[config.mk]
export PLATFORM = sky130hd
export DESIGN_NAME = lockstep_watchdog
export DESIGN_NICKNAME = d
export VERILOG_FILES = /design/src/rtl/lockstep_watchdog.sv
export SDC_FILE = /design/constraint.sdc
export NUM_CORES = 1
export LEC_CHECK = 0
export BUFFER_PORTS_ARGS = -buffer_cell sky130_fd_sc_hd__buf_2
export CORE_AREA = 2 2 39 41
export DETAILED_ROUTE_END_ITERATION = 10
export DIE_AREA = 0 0 41 43
export PLACE_DENSITY = 0.61
export SLEW_MARGIN = 20
export SYNTH_ARGS = -nofsm -noshare
export SYNTH_HDL_FRONTEND = slang
export SYNTH_SLANG_ARGS = --single-unit
[constraint.sdc]
create_clock -name clk -period 2.1 [get_ports clk]
set_clock_uncertainty 0.05 [all_clocks]
set_input_delay 0.21 -clock clk [delete_from_list [all_inputs] [get_ports clk]]
set_output_delay 0.21 -clock clk [all_outputs]
set_load 0.02 [all_outputs]
[src/rtl/lockstep_watchdog.sv]
module lockstep_watchdog #(
  parameter int PULSE_CYCLES = 4,
  parameter int BLANK_FRAMES = 4
) (
  input  logic clk,
  input  logic rst_n,
  input  logic slave_mode,
  input  logic frm_n,
  input  logic mst_lvl1,
  input  logic mst_lvl2,
  input  logic loc_lvl1,
  input  logic loc_lvl2,
  input  logic rfsh_sense,
  output logic rfsh_pull,
  output logic timing_rst,
  output logic blank_req
);
  localparam int HALVES = 2 * BLANK_FRAMES;
  localparam int PW = $clog2(PULSE_CYCLES + 1);
  localparam int BW = $clog2(HALVES + 1);

  logic          frm_q, armed, s1, s2;
  logic [PW-1:0] drv_cnt;
  logic [BW-1:0] blank_cnt;

  wire frm_rise = frm_n & ~frm_q;
  wire line_low = ~s2;
  wire differ   = (mst_lvl1 ^ loc_lvl1) | (mst_lvl2 ^ loc_lvl2);
  wire fire     = slave_mode & armed & frm_rise & differ & (drv_cnt == '0) & ~line_low;

  always_ff @(posedge clk or negedge rst_n) begin
    if (!rst_n) begin
      frm_q <= 1'b1;
      s1    <= 1'b1;
      s2    <= 1'b1;
    end else begin
      frm_q <= frm_n;
      s1    <= rfsh_sense;
      s2    <= s1;
    end
  end

  always_ff @(posedge clk or negedge rst_n) begin
    if (!rst_n)              drv_cnt <= '0;
    else if (fire)           drv_cnt <= PW'(PULSE_CYCLES);
    else if (drv_cnt != '0)  drv_cnt <= drv_cnt - 1'b1;
  end

  always_ff @(posedge clk or negedge rst_n) begin
    if (!rst_n)         armed <= 1'b0;
    else if (line_low)  armed <= 1'b0;
    else if (frm_rise)  armed <= 1'b1;
  end

  always_ff @(posedge clk or negedge rst_n) begin
    if (!rst_n)                             blank_cnt <= BW'(HALVES);
    else if (line_low)                      blank_cnt <= BW'(HALVES);
    else if (frm_rise && blank_cnt != '0)   blank_cnt <= blank_cnt - 1'b1;
  end

  assign rfsh_pull  = (drv_cnt != '0);
  assign timing_rst = line_low;
  assign blank_req  = line_low | (blank_cnt != '0);

  a_r2_master_quiet: assert property (@(posedge clk) disable iff (!rst_n)
    (!slave_mode && drv_cnt == '0) |=> !rfsh_pull);
  a_r3_pull_on_edge: assert property (@(posedge clk) disable iff (!rst_n)
    $rose(rfsh_pull) |-> $past(frm_rise && differ));
  a_r4_pulse_hold: assert property (@(posedge clk) disable iff (!rst_n)
    (rfsh_pull && drv_cnt > 1) |=> rfsh_pull);
  a_r5_sync_delay: assert property (@(posedge clk) disable iff (!rst_n)
    $rose(timing_rst) |-> $past(!rfsh_sense, 2));
  a_r6_blank_cover: assert property (@(posedge clk) disable iff (!rst_n)
    timing_rst |-> blank_req);
  a_r7_mask_first: assert property (@(posedge clk) disable iff (!rst_n)
    (frm_rise && !armed && drv_cnt == '0) |=> !rfsh_pull);
endmodule

-- Yosys cells after proc, flatten, opt, wreduce, memory -nomap -nowiden
Index checks and enable logic that the tools add are counted.
- $add $sub $neg: 2
- equality and inequality tests: 2
- muxes and demuxes: 6
- bitwise gates (word level): 12
- reductions and logical operators: 5
- operators with widths (cell ; number):
    two-way mux 4 bit ; 2
    bitwise AND 1 bit ; 6
    two-way mux 3 bit ; 2
    inequality test 2 x 1 -> 1 bit (second input constant) ; 2
    nonzero test 4 bit ; 1
    subtractor 4 x 1 -> 4 bit (second input constant) ; 1
    zero test 3 bit ; 1
    nonzero test 3 bit ; 1
    subtractor 3 x 1 -> 3 bit (second input constant) ; 1
    two-way mux 1 bit ; 2
    NOT 1 bit ; 2
    bitwise OR 1 bit ; 2
    nonzero test 2 bit ; 1
    bitwise XOR 1 bit ; 2
    logical AND 1 bit ; 1
- register bits after elaboration: 11
- input port bits: 9
- output and inout port bits: 3
- logic and storage cells: 33

-- Depth between registers and ports, before layout
Gate-level depths: netlist (run 1).
- word-level depth: 7
- gate-level depth with buffers: 6
- depth with buffers taken out: 6

-- Worst setup path after synthesis (run 1)
No wires, ideal clock.
- path type: register to register
- start point: register blank_cnt[0]
- end point: register blank_cnt[3]
- setup time: 64 ps
- arrival: 1353 ps
- data required time: 1986 ps
- path slack: 633 ps
- cell stages (with the launch flop): 4
- buffers on the path: 0
- period minus slack after synthesis: 1467 ps
- cells stage by stage: dfrtp_1 -> or4b_1 -> or4_1 -> nand3_1
- longest elaborated chain between the ends: 3
- elaborated cells on any way between the ends: 6
- classes of those cells: 1 x add/sub; 1 x eq/ne; 2 x mux; 2 x reduce/logical
- RTL lines (what ; RTL line ; RTL):
    from (decl) ; 24 ; logic [BW-1:0] blank_cnt;
    from (signal assigned) ; 56 ; if (!rst_n) blank_cnt <= BW'(HALVES);
    from (signal assigned) ; 57 ; else if (line_low) blank_cnt <= BW'(HALVES);
    from (signal assigned) ; 58 ; else if (frm_rise && blank_cnt != '0) blank_cnt <= blank_cnt - 1'b1;
    subtractor 4 x 1 -> 4 bit / nonzero test 4 bit (equally long branches) ; 58 ;
    two-way mux 4 bit / logical AND 1 bit (equally long branches) ; 58 ;
    two-way mux 4 bit / inequality test 2 x 1 -> 1 bit (equally long branches) ; - ;
Several ways; a longest one is shown, not always the timed one. The select of a mux whose other input is x is not followed.
A chain may end at the register's enable or synchronous reset.

-- Final worst setup path (run 1)
- start point: register blank_cnt[0]
- end point: output blank_req
- longest elaborated chain between the ends: 2
- RTL lines (what ; RTL line ; RTL):
    nonzero test 4 bit ; 63 ; assign blank_req = line_low | (blank_cnt != '0);
    bitwise OR 1 bit ; 63 ;
    to (decl) ; 16 ; output logic blank_req
Every way passes these cells.

==> results of run 1 <==
## worst max path at each step
stage                 start            to  slack [ns]  cells past startpoint
5_1_grt        blank_cnt[0]     blank_req        0.07                      5
4_1_cts        blank_cnt[0]     blank_req        0.19                      5
2_1_floorplan  blank_cnt[0]  blank_cnt[3]        0.63                      3
3_5_place_dp   blank_cnt[0]     blank_req        0.46                      5
3_3_place_gp   blank_cnt[0]     blank_req        0.50                      5
6_report       blank_cnt[0]     blank_req        0.17                      5
## layout make-up
class                      count  area [sq um]  share of cell area (%)
tap                           16         20.02                   2.996
clock buffer                   4         26.28                   3.933
inverter                       7         26.28                   3.933
multi-input combinational     36         240.2                   35.95
timing repair buffer          13         75.07                   11.24
sequential                    11         280.3                   41.95
## critical path: cells and delay by family, from the launching register on
family                     cells  cell delay [ns]
DFF                            1             0.39
and+or+nand+nor                2             0.58
adders and majority gates      1             0.16
buffers and inverters          2             0.27
## cell usage after synthesis, drive strengths merged, types with 2 or more instances
cell type,count,area [sq um]
a21oi,2,10.01
dfrtp,7,175.2
dfstp,4,105.1
ha,4,50.05
inv,7,26.28
nand2,5,18.77
nand3,2,10.01
nor2,3,11.26
nor2b,3,18.77
o21ai,4,20.02
or4,2,15.01
xnor2,2,17.52
## registers in the layout (all words and copies together) (netlist names)
signal / flops
blank_cnt: 4
drv_cnt: 3
armed: 1
frm_q: 1
s1: 1
s2: 1
## placed cells by master, fill, tap and decap left out, types with 2 or more instances in the layout
cell and count:
clkbuf_4 3, inv_1 7, or4_1 2, dfrtp_1 7, nor2_1 3, nand3_1 2
nor2b_1 3, buf_2 11, dfstp_2 4, a21oi_1 2, o21ai_0 4, xnor2_1 2
nand2_1 5, ha_1 4, dlygate4sd3_1 2
## stage by stage
stage          setup slack (ns)  power (mW)  hold WS [ns]  util [%]  cell area [sq um]
2_1_floorplan            0.6329      0.4295       -0.1356         -              546.8
3_3_place_gp             0.5032      0.4733       0.04304     44.94              621.8
3_5_place_dp             0.4560      0.4830       0.05003     44.94              621.8
4_1_cts                  0.1865      0.6298      0.009663     48.28              668.1
5_1_grt                 0.07283      0.6810     0.0009905     48.28              668.1
6_report                 0.1720      0.6225       0.01603     48.28              668.1
## per-layer routing
metal	wire (microns)	share of wire (%)
met1	483	48
met5	0	0
met3	51	5.1
met2	464	46
met4	0	0
## cell families after synthesis
group,synth area share [%]
AND/OR/NAND/NOR,19.00
AO/OA/AOI/OAI,12.59
flip-flops,51.26
buffers and inverters,4.806
adder cells (fa/ha/maj),9.154
XOR/XNOR,3.204
## report_power, final
group          switching, mW  leakage, nW  total (mW)  internal (mW)
registers             0.0257        0.132       0.283          0.258
logic                  0.109        0.160       0.197         0.0878
clock network         0.0687       0.0150       0.142         0.0734
==> summary.txt, run 1 <==
Setup path
  • Worst r2r src: blank_cnt[0]
  • R2r setup slk: 0.49 ns
  • CP Data Arrival Time: 1.67 ns
  • R2R depth: 5
  • Max stage delay cell, worst path: nor3b_1
  • CP Cell Sequence: inv_1 > ha_1 > nor3b_1 > nand2_1 > buf_2
  • Worst path max stage delay: 0.49 ns
  • Reg-to-reg critical path endpoint: blank_cnt[1]
  • Startpoint types: flop
  • Crit path kind: flop to output port
  • Crit-path max FO: 6
  • Critical Path RT: 1.84 ns
  • CP endpoint kind: output port

Clock tree
  • Maximum root-to-sink buffer count: 2
  • Clk sinks: 11
  • Latest clock arrival within the worst-skew pair: 0.26 ns
  • CTS tree: built
  • # H-tree levels: 1
  • Post-CTS Hold Buffers: 2
  • CTS root buf: clkbuf_4
  • Setup Fix Bufs, Post-CTS: 0
  • Total CTS buffers: 3
  • Clk slew on worst S/H paths: 0.07 ns
  • Post-CTS sizing: 0

Floorplan
  • Core area: 1384 sq um
  • Die width: 41 microns
  • Die Y: 43 microns
  • IO Count: 12
  • Site Rows: 14
  • Die area: 1763 sq um
  • Starting density of the core: 39.51%

Cells and area
  • Synthesis-to-layout area growth: 22.20%
  • Filler cells: 152
  • Nets: 85
  • Fraction of layout cells with a size suffix above 1: 25.35%
  • Fin cells: 87
  • Antenna diodes: 0

Synth
  • Async SR Flop Fraction: 100.0%
  • Net Count, Synth: 67
  • Synthesized flop and latch total: 11
  • Post-synth EDFFs: 0
  • Syn_area_per_cell: 10.13 sq um
  • Synth Cell Area: 546.8 sq um
  • Sequential area share after synthesis: 51.26%
  • Cells after synthesis: 54
  • Yosys cell types: 21
  • Synth warn: 0
  • Ys flop type: dfrtp_1

STA
  • RSZ-0062 raised after global routing: no
  • Post-route clock period utilization: 91.81%
  • Final slew viol count: 0
  • Fin Setup TNS: 0 ns
  • Setup violators final: 0
  • Max_slew headroom: 61.90%
  • Worst-Margin Slew: 0.5702 ns
  • Period minus WS final: 1.928 ns
  • Fmax: 0.5187 GHz
  • Final-report hold violation count: 0

Power
  • Static Leak: 0.3062 nW
  • PD cells: 931.7 nW/um^2
  • Worst IR Drop VDD: 493.8 uV

Global routing
  • Vias in the first global route: 386
  • GRT busiest layer: met2
  • Met3 Track Usage GR: 6.806%
  • Met1 Usage GRT: 18.84%
  • Antenna violations before repair: 0
  • Largest net degree at the start of global routing: 12
  • First-pass GRT wire length: 1642 microns
  • Global Route Usage Sum: 14.33%
  • GRT met2 Usage: 19.69%
  • Grt ovf: 0

Place
  • Placer Congestion: 0.7127
  • Port Buffer Count: 11
  • Placed cell count: 81
  • Dpl hpwl: 765.1 microns

Drt
  • Final WL: 999 microns
  • Antenna viol nets, final: 0
  • DR pass1 iterations: 4
  • Starting DRC count in detailed routing: 6
  • Vias: 431
  • DRC Markers: 0
  • DR WL/cell: 11.48 microns
  • Via density: 4.954

Worst hold path
  • HP Class: input port to flop
  • Hold Path Depth: 1
  • Hold_sp: frm_n
  • Min-Delay Endpoint: frm_q

Flow run
  • Max-cap violations: 0

Outcome
  • Status: finished clean
(Power assumes the default switching activity.)
==> run 2, diff against run 1 <==
Settings changed: GPL_TIMING_DRIVEN set to 0.
==> summary.txt, run 2 (same netlist as run 1, synthesis figures left out) <==
STA
  • Fmax: 0.5723 GHz (+10%)
  • Fin Hold WS: 0.01924 ns (+0.003214 ns)
  • Setup violators final: 0 (unchanged)
  • Period minus WS final: 1.747 ns (-0.1806 ns)
  • Final slew viol count: 0 (unchanged)
  • Fin Setup TNS: 0 ns (unchanged)
  • RSZ-0062 raised after global routing: no
  • Max_slew headroom: 73.18% (+11 points)
  • Post-route clock period utilization: 83.21% (-8.6 points)
  • Worst-Margin Slew: 0.3999 ns (-0.1703 ns)
  • Final-report hold violation count: 0 (unchanged)

Drt
  • Via density: 5.069 (+2.3%)
  • DR pass1 iterations: 4 (unchanged)
  • Vias: 441 (+2.3%)
  • Antenna viol nets, final: 0 (unchanged)
  • DRC Markers: 0 (unchanged)
  • DR WL/cell: 10.82 microns (-5.8%)
  • Starting DRC count in detailed routing: 14 (+8)
  • Final WL: 941 microns (-5.8%)

Cells and area
  • Register bank with the most flops: blank_cnt
  • Synthesis-to-layout area growth: 23.11%
  • Commonest cells after routing, fill and taps aside: 11 x buf_2, 7 x inv_1, 7 x dfrtp_1
  • Antenna diodes: 0 (unchanged)
  • Nets: 85 (unchanged)
  • Most common cell after layout, fill and taps aside: buf_2
  • Regs by FF count: blank_cnt (4), drv_cnt (3)
  • Largest register FFs: 4 (unchanged)
  • Fraction of layout cells with a size suffix above 1: 26.76% (+1.4 points)

Setup path
  • Crit-path max FO: 6 (unchanged)
  • R2R depth: 3 (-2)
  • Crit path kind: flop to output port
  • CP endpoint kind: output port
  • Worst path max stage delay: 0.39 ns (-0.10 ns)
  • Worst r2r src: blank_cnt[0]
  • CP Data Arrival Time: 1.49 ns (-0.18 ns)
  • Crit path buffers/inverters: 2 (unchanged)
  • CP Cell Sequence: inv_1 > ha_1 > nor3b_2 > nand2_1 > buf_2
  • Critical Path RT: 1.84 ns (about the same)
  • R2r setup slk: 0.56 ns (+0.07 ns)
  • Startpoint types: flop
  • Reg-to-reg critical path endpoint: blank_cnt[3]
  • Critical path's top delay family: simple AND/OR/NAND/NOR gates
  • Max stage delay cell, worst path: dfrtp_1

Global routing
  • Antenna violations before repair: 0 (unchanged)
  • Largest net degree at the start of global routing: 12 (unchanged)
  • Grt ovf: 0 (unchanged)
  • First-pass GRT wire length: 1614 microns (-1.7%)
  • Vias in the first global route: 370 (-4.1%)
  • Global Route Usage Sum: 13.89% (-0.44 points)

Power
  • Combinational share of power: 31.9% (+0.2 points)
  • Reg power frac: 45.7% (+0.2 points)
  • Static Leak: 0.3084 nW (+0.74%)
  • Switching share of total power: 32.22% (-0.51 points)
  • Worst IR Drop VDD: 486.6 uV (-1.4%)
  • P_sw: 0.2000 mW (-1.9%)
  • Clk network pwr share: 22.4% (-0.4 points)
  • PD cells: 922.0 nW/um^2 (-1.0%)
  • Internal Power: 0.4207 mW (+0.45%)

Floorplan
  • IO Count: 12 (unchanged)
  • Starting density of the core: 39.51% (unchanged)
  • Core area: 1384 sq um (unchanged)
  • Die Y: 43 microns (unchanged)
  • Site Rows: 14 (unchanged)
  • Die width: 41 microns (unchanged)
  • Die area: 1763 sq um (unchanged)

Worst hold path
  • Hold Path Depth: 1 (unchanged)
  • Hold_sp: frm_n
  • Min-Delay Endpoint: frm_q
  • HP Class: input port to flop

Clock tree
  • CTS root buf: clkbuf_4
  • Setup Fix Bufs, Post-CTS: 0 (unchanged)
  • Total CTS buffers: 3 (unchanged)
  • # H-tree levels: 1 (unchanged)
  • Maximum root-to-sink buffer count: 2 (unchanged)
  • Latest clock arrival within the worst-skew pair: 0.26 ns (about the same)
  • Clk slew on worst S/H paths: 0.07 ns (about the same)
  • Clk sinks: 11 (unchanged)
  • CTS tree: built

Place
  • Port Buffer Count: 11 (unchanged)
  • Dpl hpwl: 708.5 microns (-7.4%)
  • Placer Congestion: 0.7814 (+9.6%)

Flow run
  • Max-cap violations: 0 (unchanged)

Outcome
  • Status: finished clean
[run 2: changes by cell type in the layout (fill, tap and decap cells not counted)]
cell / change
nor3b_1: -1
nor3b_2: +1
[run 2: cell type report]
class | instances | area [sq um]
flip-flops and latches | 11 | 280.3
inverters | 7 | 26.28
well taps | 16 | 20.02
fillers | 141 | 710.7
clock buffers | 4 | 26.28
repair buffers | 13 | 75.07
multi-input cells | 36 | 245.2
[run 2: worst max path at each step]
stage	from	endpoint	slack, ns	depth (start not counted)
3_3_place_gp	blank_cnt[0]	blank_req	0.45	5
3_5_place_dp	blank_cnt[0]	blank_req	0.41	5
6_report	blank_cnt[0]	blank_req	0.35	5
2_1_floorplan	blank_cnt[0]	blank_cnt[3]	0.63	3
4_1_cts	blank_cnt[0]	blank_req	0.11	5
5_1_grt	blank_cnt[0]	blank_req	0.20	5
[run 2: repair_timing]
item / CTS / global route
hold buffers: 2 / 0
hold endpoints to repair: 12 / 0
endpoints found under the setup margin: 0 / 1
gates resized for setup: 0 / 1
[run 2: per-stage QoR]
stage	area [sq um]	power, mW	setup slack (ns)	util, %	std cells
global route	673.1	0.6816	0.1987	48.64	87
global placement	621.8	0.4728	0.4466	44.94	81
CTS	668.1	0.6351	0.1121	48.28	87
floorplan	546.8	0.4295	0.6329	-	54
finish	673.1	0.6206	0.3526	48.64	87
detailed placement	621.8	0.4854	0.4123	44.94	81
[run 2: per-layer routing]
| layer | up-vias | track usage [%] | wire [microns] | share of wire (%) |
|---|---|---|---|---|
| met5 | - | 0 | 0 | 0 |
| met3 | 0 | 8.377 | 75 | 8.0 |
| met4 | 0 | 4.000 | 0 | 0 |
| met2 | 19 | 18.44 | 450 | 48 |
| li1 | 219 | - | - | - |
| met1 | 203 | 18.71 | 415 | 44 |
[run 2: power groups by stage]
stage          Combinational (mW)  Sequential (mW)  Clock (mW)
3_3_place_gp                0.188            0.285           0
4_1_cts                     0.202            0.283       0.150
3_5_place_dp                0.199            0.286           0
2_1_floorplan               0.151            0.279           0
5_1_grt                     0.237            0.288       0.156
6_report                    0.198            0.283       0.139
==> run 3, diff against run 2 <==
Settings changed: ABC_AREA set to 1, PLACE_DENSITY 0.61 to 0.67.
Clock period 2.1 ns to 1.5 ns, I/O delays scaled along.
==> summary.txt, run 3 <==
Outcome
  • Status: finished clean

Drt
  • Starting DRC count in detailed routing: 4 (-10)
  • DRC Markers: 0 (unchanged)
  • WL met3: 48 microns (-36%)
  • Final WL: 950 microns (+0.96%)
  • Via density: 4.623 (-8.8%)
  • Antenna viol nets, final: 0 (unchanged)
  • DR WL/cell: 8.962 microns (-17%)
  • DR top layer: met4
  • DR pass1 iterations: 4 (unchanged)
  • Vias: 490 (+11%)
  • WL met1: 466 microns (+12%)
  • Routed met2 length: 413 microns (-8.2%)

Flow run
  • Max-cap violations: 0 (unchanged)

Setup path
  • Startpoint types: flop
  • R2r setup slk: 0.26 ns (-0.30 ns)
  • Crit path kind: flop to output port
  • Max stage delay cell, worst path: dfrtp_1
  • Worst path max stage delay: 0.39 ns (about the same)
  • Critical Path RT: 1.30 ns (-0.54 ns)
  • CP endpoint kind: output port
  • CP Cell Sequence: inv_2 > ha_1 > nand3_2 > buf_2
  • Crit-path max FO: 5 (-1)
  • CP Data Arrival Time: 1.17 ns (-0.32 ns)

Synth
  • Top cell type's share of synthesized area: 30.04% (-2.0 points)
  • Synth cell count leaders: 19 x nand2_1, 12 x inv_1, 7 x dfrtp_1, 7 x nor2_1, 6 x nand3_1
  • Yosys cell types: 15 (-29%)
  • Synth area leaders: dfrtp_1 30%, dfstp_2 18%, nand2_1 12%
  • Async SR Flop Fraction: 100.0% (unchanged)
  • Ys flop type: dfrtp_1
  • Sequential area share after synthesis: 48.07% (-3.2 points)
  • Synth warn: 0 (unchanged)
  • Most frequent cell after synthesis: nand2_1
  • Synth Cell Area: 583.1 sq um (+6.6%)
  • Syn_area_per_cell: 8.098 sq um (-20%)
  • Net Count, Synth: 85 (+27%)
  • Post-synth EDFFs: 0 (unchanged)
  • Cells after synthesis: 72 (+33%)
  • Largest area contributor in the netlist: dfrtp_1
  • Synthesized flop and latch total: 11 (unchanged)

Cells and area
  • Register bank with the most flops: blank_cnt
  • Filler cells: 138 (-2.1%)
  • Nets: 104 (+22%)
  • Most common cell after layout, fill and taps aside: nand2_1
  • Commonest cells after routing, fill and taps aside: 19 x nand2_1, 11 x inv_1, 11 x buf_2
  • Largest register FFs: 4 (unchanged)
  • Antenna diodes: 0 (unchanged)
  • Synthesis-to-layout area growth: 22.53%
  • Regs by FF count: blank_cnt (4), drv_cnt (3)
  • Fraction of layout cells with a size suffix above 1: 25.56% (-1.2 points)

STA
  • Max_slew headroom: 83.44% (+10 points)
  • Post-route clock period utilization: 91.65%
  • Period minus WS final: 1.375 ns
  • RSZ-0062 raised after global routing: no
  • Worst-Margin Slew: 0.2485 ns (-0.1515 ns)
  • Fmax: 0.7274 GHz
  • Final slew viol count: 0 (unchanged)
  • Final-report hold violation count: 0 (unchanged)
  • Setup violators final: 0 (unchanged)
  • Fin Setup TNS: 0 ns (unchanged)

Floorplan
  • Site Rows: 14 (unchanged)
  • Core area: 1384 sq um (unchanged)
  • Die area: 1763 sq um (unchanged)
  • Die Y: 43 microns (unchanged)
  • Starting density of the core: 42.13% (+2.6 points)
  • IO Count: 12 (unchanged)
  • Die width: 41 microns (unchanged)

Global routing
  • Global Route Usage Sum: 14.74% (+0.84 points)
  • First-pass GRT wire length: 1725 microns (+6.9%)
  • Vias in the first global route: 432 (+17%)
  • Antenna violations before repair: 0 (unchanged)
  • Grt ovf: 0 (unchanged)
  • Largest net degree at the start of global routing: 12 (unchanged)

Clock tree
  • CTS root buf: clkbuf_4
  • Clk sinks: 11 (unchanged)
  • Total CTS buffers: 3 (unchanged)
  • Maximum root-to-sink buffer count: 2 (unchanged)
  • CTS tree: built
  • Latest clock arrival within the worst-skew pair: 0.26 ns (about the same)
  • Clk slew on worst S/H paths: 0.07 ns (about the same)
  • # H-tree levels: 1 (unchanged)

Power
  • Worst IR Drop VDD: 649.0 uV (+33%)
  • Static Leak: 0.3813 nW (+24%)
  • Final Total Pwr: 1.158 mW (+87%)
  • PD cells: 1620 nW/um^2 (+76%)

Place
  • Placer Congestion: 0.7941 (+1.6%)
  • Port Buffer Count: 11 (unchanged)
  • Dpl hpwl: 745.5 microns (+5.2%)

Worst hold path
  • HP Class: input port to async pin
[run 3: cell families after synthesis]
logic type / count (synthesis) / share of synthesized area [%]
flops: 11 / 48.07
xor+xnor: 2 / 3.005
compound gates: 6 / 5.149
fa+ha+maj: 4 / 8.584
buf+inv: 13 / 8.368
simple gates: 36 / 26.83
[run 3: routing by layer]
layer,global-route usage [%],vias up
met4,8.000,0
li1,-,254
met3,4.712,4
met1,18.73,218
met2,21.25,14
met5,0,-
[run 3: per-stage QoR]
stage                     cells  util, %  instance area, sq um  setup WS [ns]  hold WS [ns]
final                       106    51.63                 714.4         0.1252        0.2255
after global routing        106    51.63                 714.4        0.02090        0.2491
after CTS                   106    51.63                 714.4        0.05504        0.2323
after detailed placement     99    47.56                 658.1         0.2463      -0.01402
after global placement       99    47.56                 658.1         0.2748      -0.01588
after floorplan              72        -                 583.1         0.2565       -0.1956
[run 3: critical path: cells and delay by family (launching register included)]
kind / cells / cell delay (ns)
simple gates: 1 / 0.09
fa+ha+maj: 1 / 0.16
buf+inv: 2 / 0.27
flops: 1 / 0.39
[run 3: final cells by class]
cell class              count  area, sq um  share of cell area [%]
multi-input cells          48        254.0                   35.55
inverters                  13        48.80                   6.830
clock buffers               4        26.28                   3.678
well taps                  16        20.02                   2.802
flip-flops and latches     11        280.3                   39.23
repair buffers             14        85.08                   11.91
[run 3: timing repair]
action | CTS | global route
buffers inserted | 0 | 0
endpoints found under the hold margin | 13 | 0
setup endpoints to repair | 0 | 1
gates resized for setup | 0 | 1
hold buffers | 3 | 0
[run 3: final timing paths]
kind	from	to	depth (start not counted)
setup / recovery	blank_cnt[0]	blank_req	4
hold reg to reg	s1	s2	0
max in group asynchronous	rst_n	s2	2
setup reg to reg	blank_cnt[0]	blank_cnt[2]	5
hold / removal	rst_n	drv_cnt[0]	2
min in group clk	mst_lvl2	drv_cnt[2]	5
[run 3: power breakdown]
| part | internal, mW | switching [mW] | total, mW |
|---|---|---|---|
| logic | 0.204 | 0.279 | 0.483 |
| clock network | 0.103 | 0.0982 | 0.201 |
| registers | 0.408 | 0.0661 | 0.474 |
